## src/rtl/ppr_pkg.sv

```systemverilog
package ppr_pkg;

  typedef enum logic [1:0] {
    OP_IDLE    = 2'd0,
    OP_MISS    = 2'd1,
    OP_PROMOTE = 2'd2
  } ppr_op_e;

  // Right-shift Galois feedback masks, maximal length, widths 4..16
  function automatic logic [15:0] lfsr_mask(input int unsigned width);
    case (width)
      4:       return 16'h000C;
      5:       return 16'h0014;
      6:       return 16'h0030;
      7:       return 16'h0060;
      9:       return 16'h0110;
      10:      return 16'h0240;
      11:      return 16'h0500;
      12:      return 16'h0829;
      13:      return 16'h100D;
      14:      return 16'h2015;
      15:      return 16'h6000;
      16:      return 16'hD008;
      default: return 16'h00B8;
    endcase
  endfunction

endpackage

```

## src/rtl/ppr_lfsr.sv

```systemverilog
module ppr_lfsr #(
  parameter int unsigned W = 8
) (
  input  logic         clk_i,
  input  logic         rst_ni,
  output logic [W-1:0] value_o
);
  localparam logic [15:0]  FULL_MASK = ppr_pkg::lfsr_mask(W);
  localparam logic [W-1:0] MASK      = FULL_MASK[W-1:0];

  logic [W-1:0] q;

  always_ff @(posedge clk_i or negedge rst_ni) begin
    if (!rst_ni) q <= W'(1);
    else if (q[0]) q <= (q >> 1) ^ MASK;
    else q <= q >> 1;
  end

  assign value_o = q;

  // a stuck-at-zero sequence would silently stop all promotions
  a_r6_lfsr_nonzero: assert property (@(posedge clk_i) disable iff (!rst_ni) q != '0);

endmodule

```

## src/rtl/ppr_stack.sv

```systemverilog
module ppr_stack #(
  parameter int unsigned WAYS   = 16,
  parameter int unsigned CORES  = 4,
  localparam int unsigned WAY_W  = $clog2(WAYS),
  localparam int unsigned CORE_W = $clog2(CORES)
) (
  input  logic                              clk_i,
  input  logic                              rst_ni,
  input  ppr_pkg::ppr_op_e                  op_i,
  input  logic [WAY_W-1:0]                  ins_slot_i,
  input  logic [CORE_W-1:0]                 core_i,
  input  logic [WAY_W-1:0]                  hit_way_i,
  output logic                              hit_at_mru_o,
  output logic [WAYS-1:0][WAY_W-1:0]        way_o,
  output logic [WAYS-1:0][CORE_W-1:0]       own_o
);
  import ppr_pkg::*;

  logic [WAYS-1:0][WAY_W-1:0]  way_q, way_d, way_up, way_dn;
  logic [WAYS-1:0][CORE_W-1:0] own_q, own_d, own_up, own_dn;
  logic [WAY_W-1:0]            hit_slot;
  logic                        at_mru;

  // Neighbour views: up = contents one slot nearer MRU, dn = one nearer LRU
  assign way_up = {way_q[0], way_q[WAYS-1:1]};
  assign own_up = {own_q[0], own_q[WAYS-1:1]};
  assign way_dn = {way_q[WAYS-2:0], way_q[WAYS-1]};
  assign own_dn = {own_q[WAYS-2:0], own_q[WAYS-1]};

  always_comb begin
    hit_slot = '0;
    for (int i = 0; i < WAYS; i++) begin
      if (way_q[i] == hit_way_i) hit_slot = WAY_W'(i);
    end
  end

  assign at_mru       = (hit_slot == WAY_W'(WAYS - 1));
  assign hit_at_mru_o = at_mru;

  always_comb begin
    for (int i = 0; i < WAYS; i++) begin
      way_d[i] = way_q[i];
      own_d[i] = own_q[i];
      if (op_i == OP_MISS) begin
        if (WAY_W'(i) < ins_slot_i) begin
          way_d[i] = way_up[i];
          own_d[i] = own_up[i];
        end else if (WAY_W'(i) == ins_slot_i) begin
          way_d[i] = way_q[0];
          own_d[i] = core_i;
        end
      end else if (op_i == OP_PROMOTE && !at_mru) begin
        if (WAY_W'(i) == hit_slot) begin
          way_d[i] = way_up[i];
          own_d[i] = own_up[i];
        end else if (WAY_W'(i) == hit_slot + WAY_W'(1)) begin
          way_d[i] = way_dn[i];
          own_d[i] = own_dn[i];
        end
      end
    end
  end

  always_ff @(posedge clk_i or negedge rst_ni) begin
    if (!rst_ni) begin
      for (int i = 0; i < WAYS; i++) begin
        way_q[i] <= WAY_W'(i);
        own_q[i] <= '0;
      end
    end else begin
      way_q <= way_d;
      own_q <= own_d;
    end
  end

  assign way_o = way_q;
  assign own_o = own_q;

  logic [WAYS-1:0] present;
  always_comb begin
    present = '0;
    for (int i = 0; i < WAYS; i++) present[way_q[i]] = 1'b1;
  end


  a_r10_way_permutation: assert property (@(posedge clk_i) disable iff (!rst_ni)
    $countones(present) == WAYS);

  // the evicted way reappears at the insertion slot with the new owner
  a_r2_victim_reused: assert property (@(posedge clk_i) disable iff (!rst_ni)
    op_i == OP_MISS |=> way_q[$past(ins_slot_i)] == $past(way_q[0]) &&
                        own_q[$past(ins_slot_i)] == $past(core_i));


  a_r5_one_step: assert property (@(posedge clk_i) disable iff (!rst_ni)
    (op_i == OP_PROMOTE && !at_mru) |=> way_q[$past(hit_slot) + WAY_W'(1)] == $past(hit_way_i));


  a_r7_mru_hold: assert property (@(posedge clk_i) disable iff (!rst_ni)
    (op_i == OP_PROMOTE && at_mru) |=> $stable(way_q) && $stable(own_q));


  a_r8_idle_hold: assert property (@(posedge clk_i) disable iff (!rst_ni)
    op_i == OP_IDLE |=> $stable(way_q) && $stable(own_q));

endmodule

```

## src/rtl/ppr_set_repl.sv

```systemverilog
module ppr_set_repl #(
  parameter int unsigned WAYS   = 16,
  parameter int unsigned CORES  = 4,
  parameter int unsigned PROB_W = 8,
  localparam int unsigned WAY_W  = $clog2(WAYS),
  localparam int unsigned CORE_W = $clog2(CORES),
  localparam int unsigned AL_W   = WAY_W + 1
) (
  input  logic                      clk_i,
  input  logic                      rst_ni,
  input  logic                      access_i,
  input  logic                      hit_i,
  input  logic [WAY_W-1:0]          hit_way_i,
  input  logic [CORE_W-1:0]         core_i,
  input  logic                      alloc_we_i,
  input  logic [CORE_W-1:0]         alloc_core_i,
  input  logic [AL_W-1:0]           alloc_val_i,
  input  logic [PROB_W-1:0]         prob_thr_i,
  output logic [WAY_W-1:0]          victim_way_o,
  output logic [WAYS*WAY_W-1:0]     stack_way_o,
  output logic [WAYS*CORE_W-1:0]    stack_owner_o
);
  import ppr_pkg::*;

  logic [AL_W-1:0]             alloc_q [CORES];
  logic [AL_W-1:0]             req_alloc, ins_pos, pos_m1;
  logic [WAY_W-1:0]            ins_slot;
  logic [PROB_W-1:0]           rnd;
  logic                        promote_ok, hit_at_mru;
  ppr_op_e                     op;
  logic [WAYS-1:0][WAY_W-1:0]  way_v;
  logic [WAYS-1:0][CORE_W-1:0] own_v;

  for (genvar c = 0; c < CORES; c++) begin : g_alloc
    always_ff @(posedge clk_i or negedge rst_ni) begin
      if (!rst_ni) alloc_q[c] <= AL_W'(WAYS / CORES);
      else if (alloc_we_i && !access_i && alloc_core_i == CORE_W'(c)) alloc_q[c] <= alloc_val_i;
    end


    a_r9_alloc_locked: assert property (@(posedge clk_i) disable iff (!rst_ni)
      access_i |=> alloc_q[c] == $past(alloc_q[c]));
  end

  // Clamp the allocation into the legal insertion range 1..WAYS
  assign req_alloc = alloc_q[core_i];
  always_comb begin
    if (req_alloc == '0)                ins_pos = AL_W'(1);
    else if (req_alloc > AL_W'(WAYS))  ins_pos = AL_W'(WAYS);
    else                               ins_pos = req_alloc;
  end
  assign pos_m1   = ins_pos - AL_W'(1);
  assign ins_slot = pos_m1[WAY_W-1:0];

  ppr_lfsr #(.W(PROB_W)) i_lfsr (
    .clk_i   (clk_i),
    .rst_ni  (rst_ni),
    .value_o (rnd)
  );

  assign promote_ok = (&prob_thr_i) || (rnd < prob_thr_i);

  always_comb begin
    op = OP_IDLE;
    if (access_i) begin
      if (!hit_i)          op = OP_MISS;
      else if (promote_ok) op = OP_PROMOTE;
    end
  end

  ppr_stack #(.WAYS(WAYS), .CORES(CORES)) i_stack (
    .clk_i        (clk_i),
    .rst_ni       (rst_ni),
    .op_i         (op),
    .ins_slot_i   (ins_slot),
    .core_i       (core_i),
    .hit_way_i    (hit_way_i),
    .hit_at_mru_o (hit_at_mru),
    .way_o        (way_v),
    .own_o        (own_v)
  );

  assign victim_way_o  = way_v[0];
  assign stack_way_o   = way_v;
  assign stack_owner_o = own_v;

  // a zero threshold must never reorder on a hit
  a_r6_zero_thr_hold: assert property (@(posedge clk_i) disable iff (!rst_ni)
    (access_i && hit_i && prob_thr_i == '0) |=> $stable(stack_way_o));

  // a clamped miss never lands outside the stack
  a_r4_insert_in_range: assert property (@(posedge clk_i) disable iff (!rst_ni)
    (access_i && !hit_i && (req_alloc == '0)) |=> stack_way_o[WAY_W-1:0] == $past(victim_way_o));

  // at the ports
  a_r7_mru_hit_port: assert property (@(posedge clk_i) disable iff (!rst_ni)
    (access_i && hit_i && hit_at_mru) |=> $stable(stack_owner_o));

endmodule

```

## config.mk

```make
export PLATFORM = sky130hd
export DESIGN_NAME = ppr_set_repl
export DESIGN_NICKNAME = d
export VERILOG_FILES = /design/src/rtl/ppr_pkg.sv /design/src/rtl/ppr_lfsr.sv /design/src/rtl/ppr_stack.sv /design/src/rtl/ppr_set_repl.sv
export SDC_FILE = /design/constraint.sdc
export NUM_CORES = 1
export LEC_CHECK = 0
export BUFFER_PORTS_ARGS = -buffer_cell sky130_fd_sc_hd__buf_4
export CAP_MARGIN = 20
export CORE_MARGIN = 2
export CORE_UTILIZATION = 60
export CTS_BUF_LIST = sky130_fd_sc_hd__clkbuf_16
export DETAILED_ROUTE_END_ITERATION = 12
export PLACE_DENSITY = 0.83
export SYNTH_ARGS = -nofsm -noshare
export SYNTH_HDL_FRONTEND = slang
export SYNTH_SLANG_ARGS = --single-unit
```

## constraint.sdc

```tcl
create_clock -name clk_i -period 9 [get_ports clk_i]
set_input_delay 1.8 -clock clk_i [delete_from_list [all_inputs] [get_ports clk_i]]
set_output_delay 1.8 -clock clk_i [all_outputs]
set_load 0.05 [all_outputs]
```

### Word-level counts from Yosys, hierarchy flattened

Index checks and enable logic that the tools add are counted.

* flip-flop bits (word level): 124
* input bits: 26
* output and inout port bits: 100
* word-level logic and storage cells: 407

* add/subtract/negate cells: 2
* $lt $le $gt $ge: 19
* eq/ne operators: 83
* muxes and demuxes: 215
* bitwise operators: 2
* reduce and logical (&&, ||, !) cells: 49

Operator list (number)
* two-way mux 4 bit: 111
* two-way mux 2 bit: 99
* equality test 4 bit (first input constant): 24
* equality test 4 bit: 15
* AND reduction 3 bit: 17
* equality test 3 x 4 -> 1 bit (first input constant): 12
* nonzero test 3 bit: 16
* != test 3 bit (second input constant): 12
* < comparator 4 bit (first input constant): 8
* equality test 2 x 4 -> 1 bit (first input constant): 6
* < comparator 3 x 4 -> 1 bit (first input constant): 4
* equality test 1 x 4 -> 1 bit (first input constant): 3
* zero test 4 bit: 3
* != test 3 x 1 -> 1 bit (second input constant): 4
* binary-select mux 5 bit (select 2 bit): 1
* two-way mux 5 bit: 2
* < comparator 1 x 4 -> 1 bit (first input constant): 2
* < comparator 2 x 4 -> 1 bit (first input constant): 2
* < comparator 8 bit: 1
* two-way mux 8 bit: 1
* AND reduction 8 bit: 1
* equality test 2 bit (second input constant): 3
* logical AND 1 bit: 6
* > comparator 5 bit (second input constant): 1
* other kinds (14): 16

### Logic depth before layout (Yosys ltp)

* depth in word-level cells: 22
* gate-level depth with buffers: 14
* gate-level depth less buffers: 12

### Hierarchy

From an unflattened synthesis, not the netlist that was laid out.

* cells, all modules: 860
* area total of the unflattened synthesis: 8257.9 um^2

Modules (own cells, without submodules)
* ppr_stack: times used 1, cells an instance 751, area an instance 6801.5 um^2, seq. area each 2442.3 um^2
* ppr_set_repl: times used 1, cells an instance 98, area an instance 1228.7 um^2, seq. area each 505.5 um^2
* ppr_lfsr: times used 1, cells an instance 11, area an instance 227.7 um^2, seq. area each 201.4 um^2

### Worst setup path after synthesis

OpenSTA, ideal clock, no wires.

* kind: input to register
* start point: in hit_way_i[1]
* end point: reg i_stack.way_q (netlist bit i_stack.way_o[1])
* library setup time: 0.128 ns
* arrival: 4.342 ns
* data required time: 8.872 ns
* setup slack: 4.530 ns
* stages on the path: 11
* path buffers: 3
* cell sequence: buf_4 > buf_6 > xor2_1 > nor4_4 > a21oi_2 > a2111oi_2 > buf_4 > o211ai_2 > o21ai_4 > mux2_2 > mux2_1

* longest elaborated chain between the ends: 21
* elaborated cells between the ends (all ways): 42
* those cells by class: add/sub: 1; eq/ne: 16; mux: 18; reduce/logical: 7

RTL lines
* start, declared: line ppr_set_repl.sv:13 `input logic [WAY_W-1:0] hit_way_i,`
* equality test 4 bit: line ppr_stack.sv:33 `if (way_q[i] == hit_way_i) hit_slot = WAY_W'(i);`
* two-way mux 1 bit: line ppr_stack.sv:33
* two-way mux 4 bit (13 in series): line ppr_stack.sv:33
* two-way mux 4 bit *: line ppr_stack.sv:33
* branches (longest 5 deep; another with adder 4 x 1 -> 4 bit)
* end signal, assigned by index: line ppr_stack.sv:67 `way_q[i] <= WAY_W'(i);`
* end signal, assigned: line ppr_stack.sv:71 `way_q <= way_d;`
* end, declared: line ppr_stack.sv:19 `logic [WAYS-1:0][WAY_W-1:0] way_q, way_d, way_up, way_dn;`

Every way passes the cells marked *. The select of a mux whose other input is x is not followed.
A chain may end at the register's enable or synchronous reset.

### Worst setup path after layout

* start point: in core_i[0]
* end point: reg i_stack.own_q (netlist bit i_stack.own_o[11])

* longest elaborated chain between the ends: 11
* elaborated cells between the ends (all ways): 15
* those cells by class: add/sub: 1; order compare: 2; eq/ne: 2; mux: 7; bitwise: 1; reduce/logical: 2

RTL lines
* start, declared: line ppr_set_repl.sv:14 `input logic [CORE_W-1:0] core_i,`
* NOT 2 -> 3 bit (implied by the code) *: line ppr_set_repl.sv:46 `assign req_alloc = alloc_q[core_i];`
* binary-select mux 5 bit (select 2 bit) *: line ppr_set_repl.sv:46
* two-way mux 5 bit (implied by the code) * (2 in series): line ppr_set_repl.sv:46
* > comparator 5 bit: line ppr_set_repl.sv:49 `else if (req_alloc > AL_W'(WAYS)) ins_pos = AL_W'(WAYS);`
* two-way mux 4 bit: line ppr_set_repl.sv:49
* two-way mux 4 bit *: line ppr_set_repl.sv:48 `if (req_alloc == '0) ins_pos = AL_W'(1);`
* subtractor 4 x 1 -> 4 bit *: line ppr_set_repl.sv:52 `assign pos_m1 = ins_pos - AL_W'(1);`
* < comparator 3 x 4 -> 1 bit / equality test 3 x 4 -> 1 bit (equally long branches): line ppr_stack.sv:45, ppr_stack.sv:48
* != test 3 bit (no line) / two-way mux 2 bit (equally long branches)
* AND reduction 3 bit (no line) / two-way mux 2 bit (equally long branches)
* end signal, assigned: line ppr_stack.sv:72 `own_q <= own_d;`
* end, declared: line ppr_stack.sv:20 `logic [WAYS-1:0][CORE_W-1:0] own_q, own_d, own_up, own_dn;`

Every way passes the cells marked *; elsewhere a longest branch is shown, timed or not. The select of a mux whose other input is x is not followed.

==> impl_metrics.csv <==
group,metric,value,unit
clock_tree,cts_inserted_buffers,17,
critical_path,setup.worst_path.class,"in -> reg",
global_routing,grt_pass1_vias,7582,
floorplan,die_area,15400,um^2
logic_synthesis,ys_seq_area_share,36.3,%
clock_tree,cts.sinks,124,
logic_synthesis,syn_area_per_cell,9.90,um^2
clock_tree,htree_num_levels,4,
global_routing,overflow,0,
floorplan,coreArea,14000,um^2
clock_tree,clk_pin_slew_worst_paths,0.06,ns
critical_path,setup.worst_path.end_class,"flop",
placed_design,gp_congestion,0.991,
global_routing,grt_pass1_wl,42100,um
floorplan,chipHeight,124,um
global_routing,antenna_found_initial,0,
placed_design,dp_cells,1139,
hold_path,holdCritStartpoint,"i_lfsr.value_o[7]$_DFF_PN0_",
critical_path,cp.arrival,5.49,ns
critical_path,startpoint,"core_i[0]",
sta,finalSetupTns,0,ns
sta,finalHoldViolations,0,
clock_tree,cts_buffer_depth,2,
critical_path,rr_startpoint,"alloc_q[9]$_DFFE_PN0P_",
logic_synthesis,syn_area,8660,um^2
global_routing,grt_max_degree,76,
sta,clock_skew,0.00691,ns
clock_tree,cts_root_buf,"clkbuf_16",
logic_synthesis,synth_edf_count,0,
sta,post-route-min-period,5.22,ns
critical_path,startpoint_type,"input port",
finish,drive_above_1_share,30.4,%
finish,final_cells,1172,
routing,route.vias.total,7976,
logic_synthesis,ys.flop_type,"dfrtp_1",
status,status,"finished clean",
finish,layout_commonest_cell,"buf_4",
clock_tree,cts_tree,"done",
logic_synthesis,syn-num-nets,912,
run,cap_violations,0,
sta,fmax,191,MHz
finish,layout_common_cells,"buf_4 (136), dfrtp_1 (87), nand2_1 (73), nor2_1 (66), inv_1 (45)",
floorplan,rows,43,
sta,worst_pin_slew,1.04,ns
clock_tree,cts_resized,0,
placed_design,dp_hpwl,19000,um
routing,vias_per_cell,6.81,
sta,rsz0062_at_grt,"no",
logic_synthesis,synth_cell_types,96,
placed_design,dp_worst_setup_slack,3.49,ns
floorplan,initial_core_util,61.9,%
sta,setup_slack,3.78,ns
floorplan,die_w,124,um
sta,max_slew_margin,29.8,%
placed_design,numPortBuffers,125,
clock_tree,post-cts-setup-buffers,0,
clock_tree,clk_latency,0.43,ns
floorplan,io_pins,126,
routing,drc_errors,0,
routing,wl,27000,um
logic_synthesis,yosys_warnings,0,
critical_path,crit_fanout,21,
global_routing,track_usage,36.2,%
finish,area_growth,17.3,%
routing,dr.pass1.iters,8,
logic_synthesis,ys_seq_elements,124,
logic_synthesis,async_flop_share,100,%
sta,setup_viol,0,
routing,first_iter_violations,1022,
logic_synthesis,synthCells,875,
critical_path,cp_data_required_time,9.26,ns
clock_tree,cts_hold_buf,0,
hold_path,hp-class,"reg -> reg",
sta,finalMaxSlewViolations,0,
finish,antennaDiodeCount,0,
finish,fin_nets,1016,
sta,min_period_over_period,58.1,%
routing,ant_nets,0,
routing,wl_per_cell,23.0,um
-- registers in the layout (all words and copies together) (netlist names) --
name and cells:
alloc_q 20, i_stack.way_o 64, i_stack.own_o 32, i_lfsr.value_o 8
-- layout make-up --
type,count,area (um^2)
multi-input cells,656,5040
clock buffers,17,425
fillers,1072,3830
repair buffers,137,1030
flip-flops and latches,124,3150
clock inverters,15,133
well taps,180,225
inverters,43,161
-- worst paths after layout --
path	end	slack (ns)	cells past startpoint
worst max-delay path	i_stack.own_o[11]$_DFFE_PN0P_	3.78	12
worst min-delay path	i_lfsr.value_o[6]$_DFF_PN0_	0.38	0
worst max register to register	i_stack.own_o[11]$_DFFE_PN0P_	5.15	11
worst min register to register	i_lfsr.value_o[6]$_DFF_PN0_	0.38	0
max in group asynchronous	i_stack.own_o[0]$_DFFE_PN0P_	6.22	2
min in group asynchronous	i_stack.own_o[15]$_DFFE_PN0P_	1.38	1
-- Yosys cell counts, types with 5 or more instances --
library cell  instances  area share, %
a211oi_1             13            1.1
a21oi_1              33            1.9
a21oi_2               5           0.51
a221o_1               6           0.69
a221oi_1              6           0.61
a222oi_1              6           0.69
a22oi_1               6           0.52
a31oi_1              13           0.94
and2_1                6           0.43
and3_1                7           0.51
and4_1                6           0.61
buf_2                 8           0.46
buf_4                10           0.87
buf_6                10            1.3
clkbuf_1             22           0.95
dfrtp_1              87             25
dfstp_2              37             11
ha_1                 11            1.6
inv_1                43            1.9
mux2_2               30            3.9
mux2_4                7            1.2
mux2i_1              38            4.4
mux4_2                5            1.3
nand2_1              73            3.2
nand3_1               6           0.35
nand4_1              15            1.1
nor2_1               66            2.9
nor2b_1               5           0.36
nor3_1               14           0.81
nor4_1                6           0.43
o21ai_0              24            1.4
o21ai_1              12           0.69
o221a_2               6           0.78
o221ai_1             19            1.9
o22a_1                7           0.71
o22ai_1              15            1.1
o2bb2ai_1             7           0.71
o31ai_1              20            1.7
o32a_1                6           0.69
or3_1                 7           0.51
xnor2_1              40            4.0
xor2_1               24            2.4
-- worst max-delay path: stages --
cell and delay [ns]:
buf_4 0.30, mux4_2 0.63, nor2_1 0.41, a21oi_1 0.20, inv_1 0.15, ha_1 0.30
inv_1 0.21, o21ai_0 0.20, a21oi_1 0.23, nor2_1 0.06, a41oi_1 0.80, o31ai_1 0.21
-- metal layers --
layer,global-route usage [%],share of wire (%),vias up
met4,15.4,3.7,0
met2,54.1,45,514
li1,-,-,3507
met3,8.56,11,92
met5,0,0,-
met1,50.3,40,3863
-- stage by stage --
stage / utilization [%] / hold WS, ns / cell area (um^2)
finish: 72.6 / 0.380 / 10200
global placement: 68.6 / 0.364 / 9600
global route: 72.6 / 0.392 / 10200
detailed placement: 68.6 / 0.370 / 9600
floorplan: - / 0.357 / 8660
CTS: 72.6 / 0.384 / 10200
-- kinds of logic (layout without fill, tap and decap cells) --
group,after synthesis,after routing,synth area share [%]
compound gates,253,253,23.6
xor+xnor,65,65,6.79
fa+ha+maj,11,11,1.59
buf+inv,95,212,5.55
flops,124,124,36.3
mux,84,84,11.3
simple gates,243,243,14.8
Power is left out: the tool's default activity adds up to more than one toggle a clock period on the data nets, which glitch-free logic cannot reach.
